<file path="src/rtl/dram_refresh_seq.sv">
module dram_refresh_seq #(
  parameter int PWRUP_CYCLES = 40,
  parameter int INIT_CYCLES  = 8,
  parameter int REF_INTERVAL = 3125,
  parameter int CAS_SETUP    = 2,
  parameter int RAS_PULSE    = 7,
  parameter int PRECHARGE    = 5,
  parameter int BACKLOG_MAX  = 4
) (
  input  logic clk,
  input  logic rst_n,
  input  logic bus_gnt,
  output logic bus_req,
  output logic ras_n,
  output logic cas_lo_n,
  output logic cas_hi_n,
  output logic we_n,
  output logic ready,
  output logic backlog_ovf
);

  localparam int PHASE_W = $clog2(PWRUP_CYCLES + CAS_SETUP + RAS_PULSE + PRECHARGE + 1);
  localparam int TICK_W  = $clog2(REF_INTERVAL + 1);
  localparam int INIT_W  = $clog2(INIT_CYCLES + 1);
  localparam int PEND_W  = $clog2(BACKLOG_MAX + 1);

  localparam logic [PHASE_W-1:0] PWR_LD   = PHASE_W'(PWRUP_CYCLES - 1);
  localparam logic [PHASE_W-1:0] SETUP_LD = PHASE_W'(CAS_SETUP - 1);
  localparam logic [PHASE_W-1:0] PULSE_LD = PHASE_W'(RAS_PULSE - 1);
  localparam logic [PHASE_W-1:0] PRE_LD   = PHASE_W'(PRECHARGE - 1);
  localparam logic [TICK_W-1:0]  TICK_LAST = TICK_W'(REF_INTERVAL - 1);
  localparam logic [INIT_W-1:0]  INIT_LD  = INIT_W'(INIT_CYCLES);
  localparam logic [PEND_W-1:0]  PEND_MAX = PEND_W'(BACKLOG_MAX);

  typedef enum logic [2:0] {S_PWR, S_IDLE, S_REQ, S_CAS, S_RAS, S_PRE} state_t;

  state_t              state;
  logic [PHASE_W-1:0]  phase;
  logic [INIT_W-1:0]   init_left;
  logic [PEND_W-1:0]   pend;
  logic [TICK_W-1:0]   tick_cnt;

  logic work, tick, phase_end, start, take_init, take_ref;

  assign work      = (init_left != '0) || (pend != '0);
  assign tick      = ready && (tick_cnt == TICK_LAST);
  assign phase_end = (phase == '0);
  assign start     = bus_gnt && ((state == S_REQ) || (state == S_PRE && phase_end && work));
  assign take_init = start && (init_left != '0);
  assign take_ref  = start && (init_left == '0);

  assign bus_req  = (state != S_PWR) && (state != S_IDLE);
  assign cas_lo_n = !((state == S_CAS) || (state == S_RAS));
  assign cas_hi_n = !((state == S_CAS) || (state == S_RAS));
  assign ras_n    = !(state == S_RAS);
  assign we_n     = 1'b1;

  always_ff @(posedge clk or negedge rst_n) begin
    if (!rst_n) begin
      state <= S_PWR;
      phase <= PWR_LD;
      ready <= 1'b0;
    end else begin
      unique case (state)
        S_PWR: begin
          if (phase_end) state <= S_REQ;
          else phase <= phase - 1'b1;
        end
        S_IDLE: if (work) state <= S_REQ;
        S_REQ: begin
          if (bus_gnt) begin
            state <= S_CAS;
            phase <= SETUP_LD;
          end
        end
        S_CAS: begin
          if (phase_end) begin
            state <= S_RAS;
            phase <= PULSE_LD;
          end else phase <= phase - 1'b1;
        end
        S_RAS: begin
          if (phase_end) begin
            state <= S_PRE;
            phase <= PRE_LD;
          end else phase <= phase - 1'b1;
        end
        S_PRE: begin
          if (phase_end) begin
            if (init_left == '0) ready <= 1'b1;
            if (!work) state <= S_IDLE;
            else if (bus_gnt) begin
              state <= S_CAS;
              phase <= SETUP_LD;
            end else state <= S_REQ;
          end else phase <= phase - 1'b1;
        end
        default: state <= S_IDLE;
      endcase
    end
  end

  always_ff @(posedge clk or negedge rst_n) begin
    if (!rst_n) init_left <= INIT_LD;
    else if (take_init) init_left <= init_left - 1'b1;
  end

  always_ff @(posedge clk or negedge rst_n) begin
    if (!rst_n) tick_cnt <= '0;
    else if (!ready || tick) tick_cnt <= '0;
    else tick_cnt <= tick_cnt + 1'b1;
  end

  always_ff @(posedge clk or negedge rst_n) begin
    if (!rst_n) begin
      pend        <= '0;
      backlog_ovf <= 1'b0;
    end else if (tick && !take_ref) begin
      if (pend == PEND_MAX) backlog_ovf <= 1'b1;
      else pend <= pend + 1'b1;
    end else if (!tick && take_ref) begin
      pend <= pend - 1'b1;
    end
  end


  pwrup_quiet_chk: assert property (@(posedge clk) disable iff (!rst_n)
    (state == S_PWR) |-> (ras_n && cas_lo_n && cas_hi_n && !bus_req && !ready));


  ready_after_init_chk: assert property (@(posedge clk) disable iff (!rst_n)
    $rose(ready) |-> (init_left == '0));


  cbr_order_chk: assert property (@(posedge clk) disable iff (!rst_n)
    $fell(ras_n) |-> $past(!cas_lo_n && !cas_hi_n));


  no_grant_hold_chk: assert property (@(posedge clk) disable iff (!rst_n)
    (state == S_REQ && !bus_gnt) |=> (ras_n && cas_lo_n && cas_hi_n));


  backlog_bound_chk: assert property (@(posedge clk) disable iff (!rst_n)
    pend <= PEND_MAX);


  ovf_sticky_chk: assert property (@(posedge clk) disable iff (!rst_n)
    backlog_ovf |=> backlog_ovf);

endmodule

</file>
<file path="config.mk">
export PLATFORM = sky130hd
export DESIGN_NAME = dram_refresh_seq
export DESIGN_NICKNAME = d
export VERILOG_FILES = /design/src/rtl/dram_refresh_seq.sv
export SDC_FILE = /design/constraint.sdc
export NUM_CORES = 1
export LEC_CHECK = 0
export BUFFER_PORTS_ARGS = -buffer_cell sky130_fd_sc_hd__buf_4
export CAP_MARGIN = 20
export CORE_MARGIN = 8
export CORE_UTILIZATION = 40
export DETAILED_ROUTE_END_ITERATION = 16
export GPL_ROUTABILITY_DRIVEN = 0
export HOLD_SLACK_MARGIN = 0.12
export SETUP_SLACK_MARGIN = 0.3
export SYNTH_ARGS = -nofsm -noshare
export SYNTH_HDL_FRONTEND = slang
export SYNTH_SLANG_ARGS = --single-unit
</file>
<file path="constraint.sdc">
create_clock -name clk -period 2.45 [get_ports clk]
set_input_delay 0.49 -clock clk [delete_from_list [all_inputs] [get_ports clk]]
set_output_delay 0.49 -clock clk [all_outputs]
set_load 0.1 [all_outputs]
</file>
==> flow_summary.yaml <==
run_status:
  status: "finished, violations left"
  violations: "setup timing"
floorplanning:
  die_h_um: 84.9
  dieArea_um2: 7210
  rows: 25
  initial_core_util: 0.407
  pin_count: 10
  die_w_um: 84.9
  core_um2: 4660
clock_tree:
  cts_made_buffers: 5
  hold_buffers: 0
  insertion_delay_ps: 280
  clkTransAtPathRegs_ps: 70
  clk_root_buffer_cell: "clkbuf_8"
  cts_tree: "built"
  htree_num_levels: 2
  clkSinkCount: 30
  clockBufferDepth: 2
sta:
  skew_ps: 9.23
  setup_viol: 2
  period_share: 1.01
  finalCriticalPeriod_ps: 2480
  rsz0062_at_grt: "true"
  hold_viol: 0
  holdWs_ps: 142
  slew_violations: 0
  max_freq_mhz: 403
  setup_slack_ps: -32.7
route:
  drc: 0
  vias: 1527
  drt_iter0_drc: 88
  drt_first_pass_iters: 4
  via_per_inst: 5.30
  wl_um: 4010
  ant_nets: 0
  wl_per_cell_um: 13.9
setup_path:
  cpLargestDelayFamily: "simple AND/OR/NAND/NOR gates"
  endpoint_kind: "flop"
  startpoint: "tick_cnt[0]$_DFF_PN0_"
  cp-start-kind: "flop"
  cp_num_cells: 10
  critPathMaxStageDelay_ps: 480
  cp_cell_sequence: "inv_1 -> ha_1 -> or4b_4 -> or4_4 -> nor2b_4 -> inv_2 -> fa_2 -> nor2b_1 -> mux2i_1 -> o311a_1"
  crit_end: "pend[2]$_DFFE_PN0P_"
  critPathBufInv: 2
  r2r_start: "tick_cnt[0]$_DFF_PN0_"
  crit_fanout: 3
  worst_ep_arrival_time_ps: 2640
  rrSetupSlack_ps: -30
  cp_slowest_cell: "or4b_4"
  crit_type: "flop to flop"
  cp_data_required_time_ps: 2610
  reg2reg_to: "pend[2]$_DFFE_PN0P_"
  r2r_cells: 10
yosys:
  synthXorXnorAreaFrac: 0.0508
  synth-compound-area-share: 0.182
  synth.net_count: 214
  yosysMostFrequentCell: "dfrtp_1"
  synth-edff-count: 0
  synth_top_cell_area_share: 0.330
  async_flop_share: 1.00
  syn_area_per_cell_um2: 9.21
  yosysUniqueCellTypes: 54
  syn_inst: 206
  synthAdderAreaFrac: 0.0369
  yosys-top-cells-area: "dfrtp_1 33%, dfstp_2 6.9%, nor2_1 4.5%"
  synth_common_cells: "25 x dfrtp_1, 23 x nor2_1, 18 x nand2_1"
  synth_seq_cells: 30
  syn_area_um2: 1900
  synth_top_family_by_area: "simple AND/OR/NAND/NOR gates"
  synth_simple_gate_area_frac: 0.256
  synth_flop_cell: "dfrtp_1"
  yosysWarnings: 0
  synthMuxAreaShare: 0.0218
  synth-seq-area-share: 0.399
  yosys.area.top_type: "dfrtp_1"
final_layout:
  layout-drive-gt1-share: 0.265
  stdcell_count: 288
  area_growth_syn_to_layout_pct: 22.5
  nFillCells: 425
  postLayoutCoreUtil: 0.499
  final_cell_area_um2: 2330
  final_nets: 241
  n_antenna_cell: 0
placement:
  dp_hpwl_um: 2810
  port-buffer-count: 8
  dpl_cell_area_um2: 2110
  dp.cells: 274
global_route:
  grt_pass1_vias: 1434
  grt_pass1_wl_um: 6800
  antenna_found_initial: 0
  grt_remaining_overflow: 0
  grt_max_degree: 31
  grt_usage: 0.117
power:
  finalPower_mw: 1.03
  p_leak_nw: 1.02
  peakVddDrop_mv: 0.204
  power_density_nw_per_um2: 443
min_path:
  hold_class: "input pin to async pin"
flow_run:
  drv_cap: 0
[how the worst min path moves through the flow]
| stage | from | end | slack (ps) | cells after the start |
|---|---|---|---|---|
| global placement | rst_n | state[2]$_DFFE_PN0P_ | 450 | 1 |
| global route | rst_n | tick_cnt[9]$_DFF_PN0_ | 170 | 1 |
| detailed placement | rst_n | state[2]$_DFFE_PN0P_ | 440 | 1 |
| CTS | rst_n | tick_cnt[10]$_DFF_PN0_ | 140 | 1 |
| finish | rst_n | state[2]$_DFFE_PN0P_ | 140 | 1 |
| floorplan | rst_n | backlog_ovf$_DFFE_PN0P_ | 190 | 0 |
[flip-flops by register name, summed over array words and instances (netlist names)]
signal / cells
init_left: 4
phase: 6
pend: 3
ready: 1
tick_cnt: 12
state: 3
backlog_ovf: 1
[per-layer routing]
layer,global-route usage,up-vias,part of all wire
met5,0,-,0
met2,0.170,30,0.44
met3,0.0328,2,0.043
li1,-,776,-
met4,0.0502,0,0.010
met1,0.157,719,0.50
[metrics by stage]
stage / TNS [ps] / worst slack (ps)
3_3_place_gp: 0 / 33.3
5_1_grt: -266 / -144
3_5_place_dp: -18.7 / -18.7
2_1_floorplan: 0 / 36.3
4_1_cts: -83.2 / -48.9
6_report: -65.1 / -32.7
[cell usage in the layout (no fill, tap or decap), types with 4 or more instances in the layout]
master,count
buf_4,25
dfrtp_1,24
nor2_1,23
nand2_1,18
inv_1,12
xor2_1,7
nand2b_1,7
nor3_1,6
a21oi_1,6
clkbuf_8,6
and2_1,5
a31oi_1,5
dfstp_2,5
and3_1,4
xnor2_1,4
nand3_1,4
o22ai_1,4
o21ai_0,4
ha_1,4
[kinds of logic (layout without fill, tap and decap cells)]
logic type	Yosys count	after routing
muxes	4	4
and+or+nand+nor	88	88
adders and majority gates	5	5
AOI/OAI and AO/OA	45	45
other	1	1
DFF	30	30
xor gates and xnor gates	11	11
buffers and inverters	22	50
[power breakdown]
| group | switching, mW | total, mW | internal [mW] |
|---|---|---|---|
| combinational | 0.0192 | 0.0218 | 0.00255 |
| clock | 0.181 | 0.512 | 0.331 |
| sequential | 0 | 0.496 | 0.496 |
[area by class of cell]
type,count,area (um2),area share
multi-input combinational,154,1090,0.470
sequential,30,758,0.326
timing repair buffer,28,239,0.103
clock buffer,7,86.3,0.0371
tap,54,67.6,0.0290
inverter,14,52.6,0.0226
clock inverter,1,30.0,0.0129
[worst reg2reg max path, cell delays in order (launching register included)]
cell	delay [ps]
dfrtp_1	370
inv_1	60
ha_1	150
or4b_4	480
or4_4	450
nor2b_4	140
inv_2	40
fa_2	360
nor2b_1	130
mux2i_1	80
o311a_1	110
[timing repair]
item / CTS / global route
gates resized for setup: 3 / 13
endpoints found under the setup margin: 6 / 10
setup buffers: 1 / 5
endpoints found under the hold margin: 0 / 0
pin swaps: 0 / 4
Note: power is estimated with default switching activity, not from simulation.
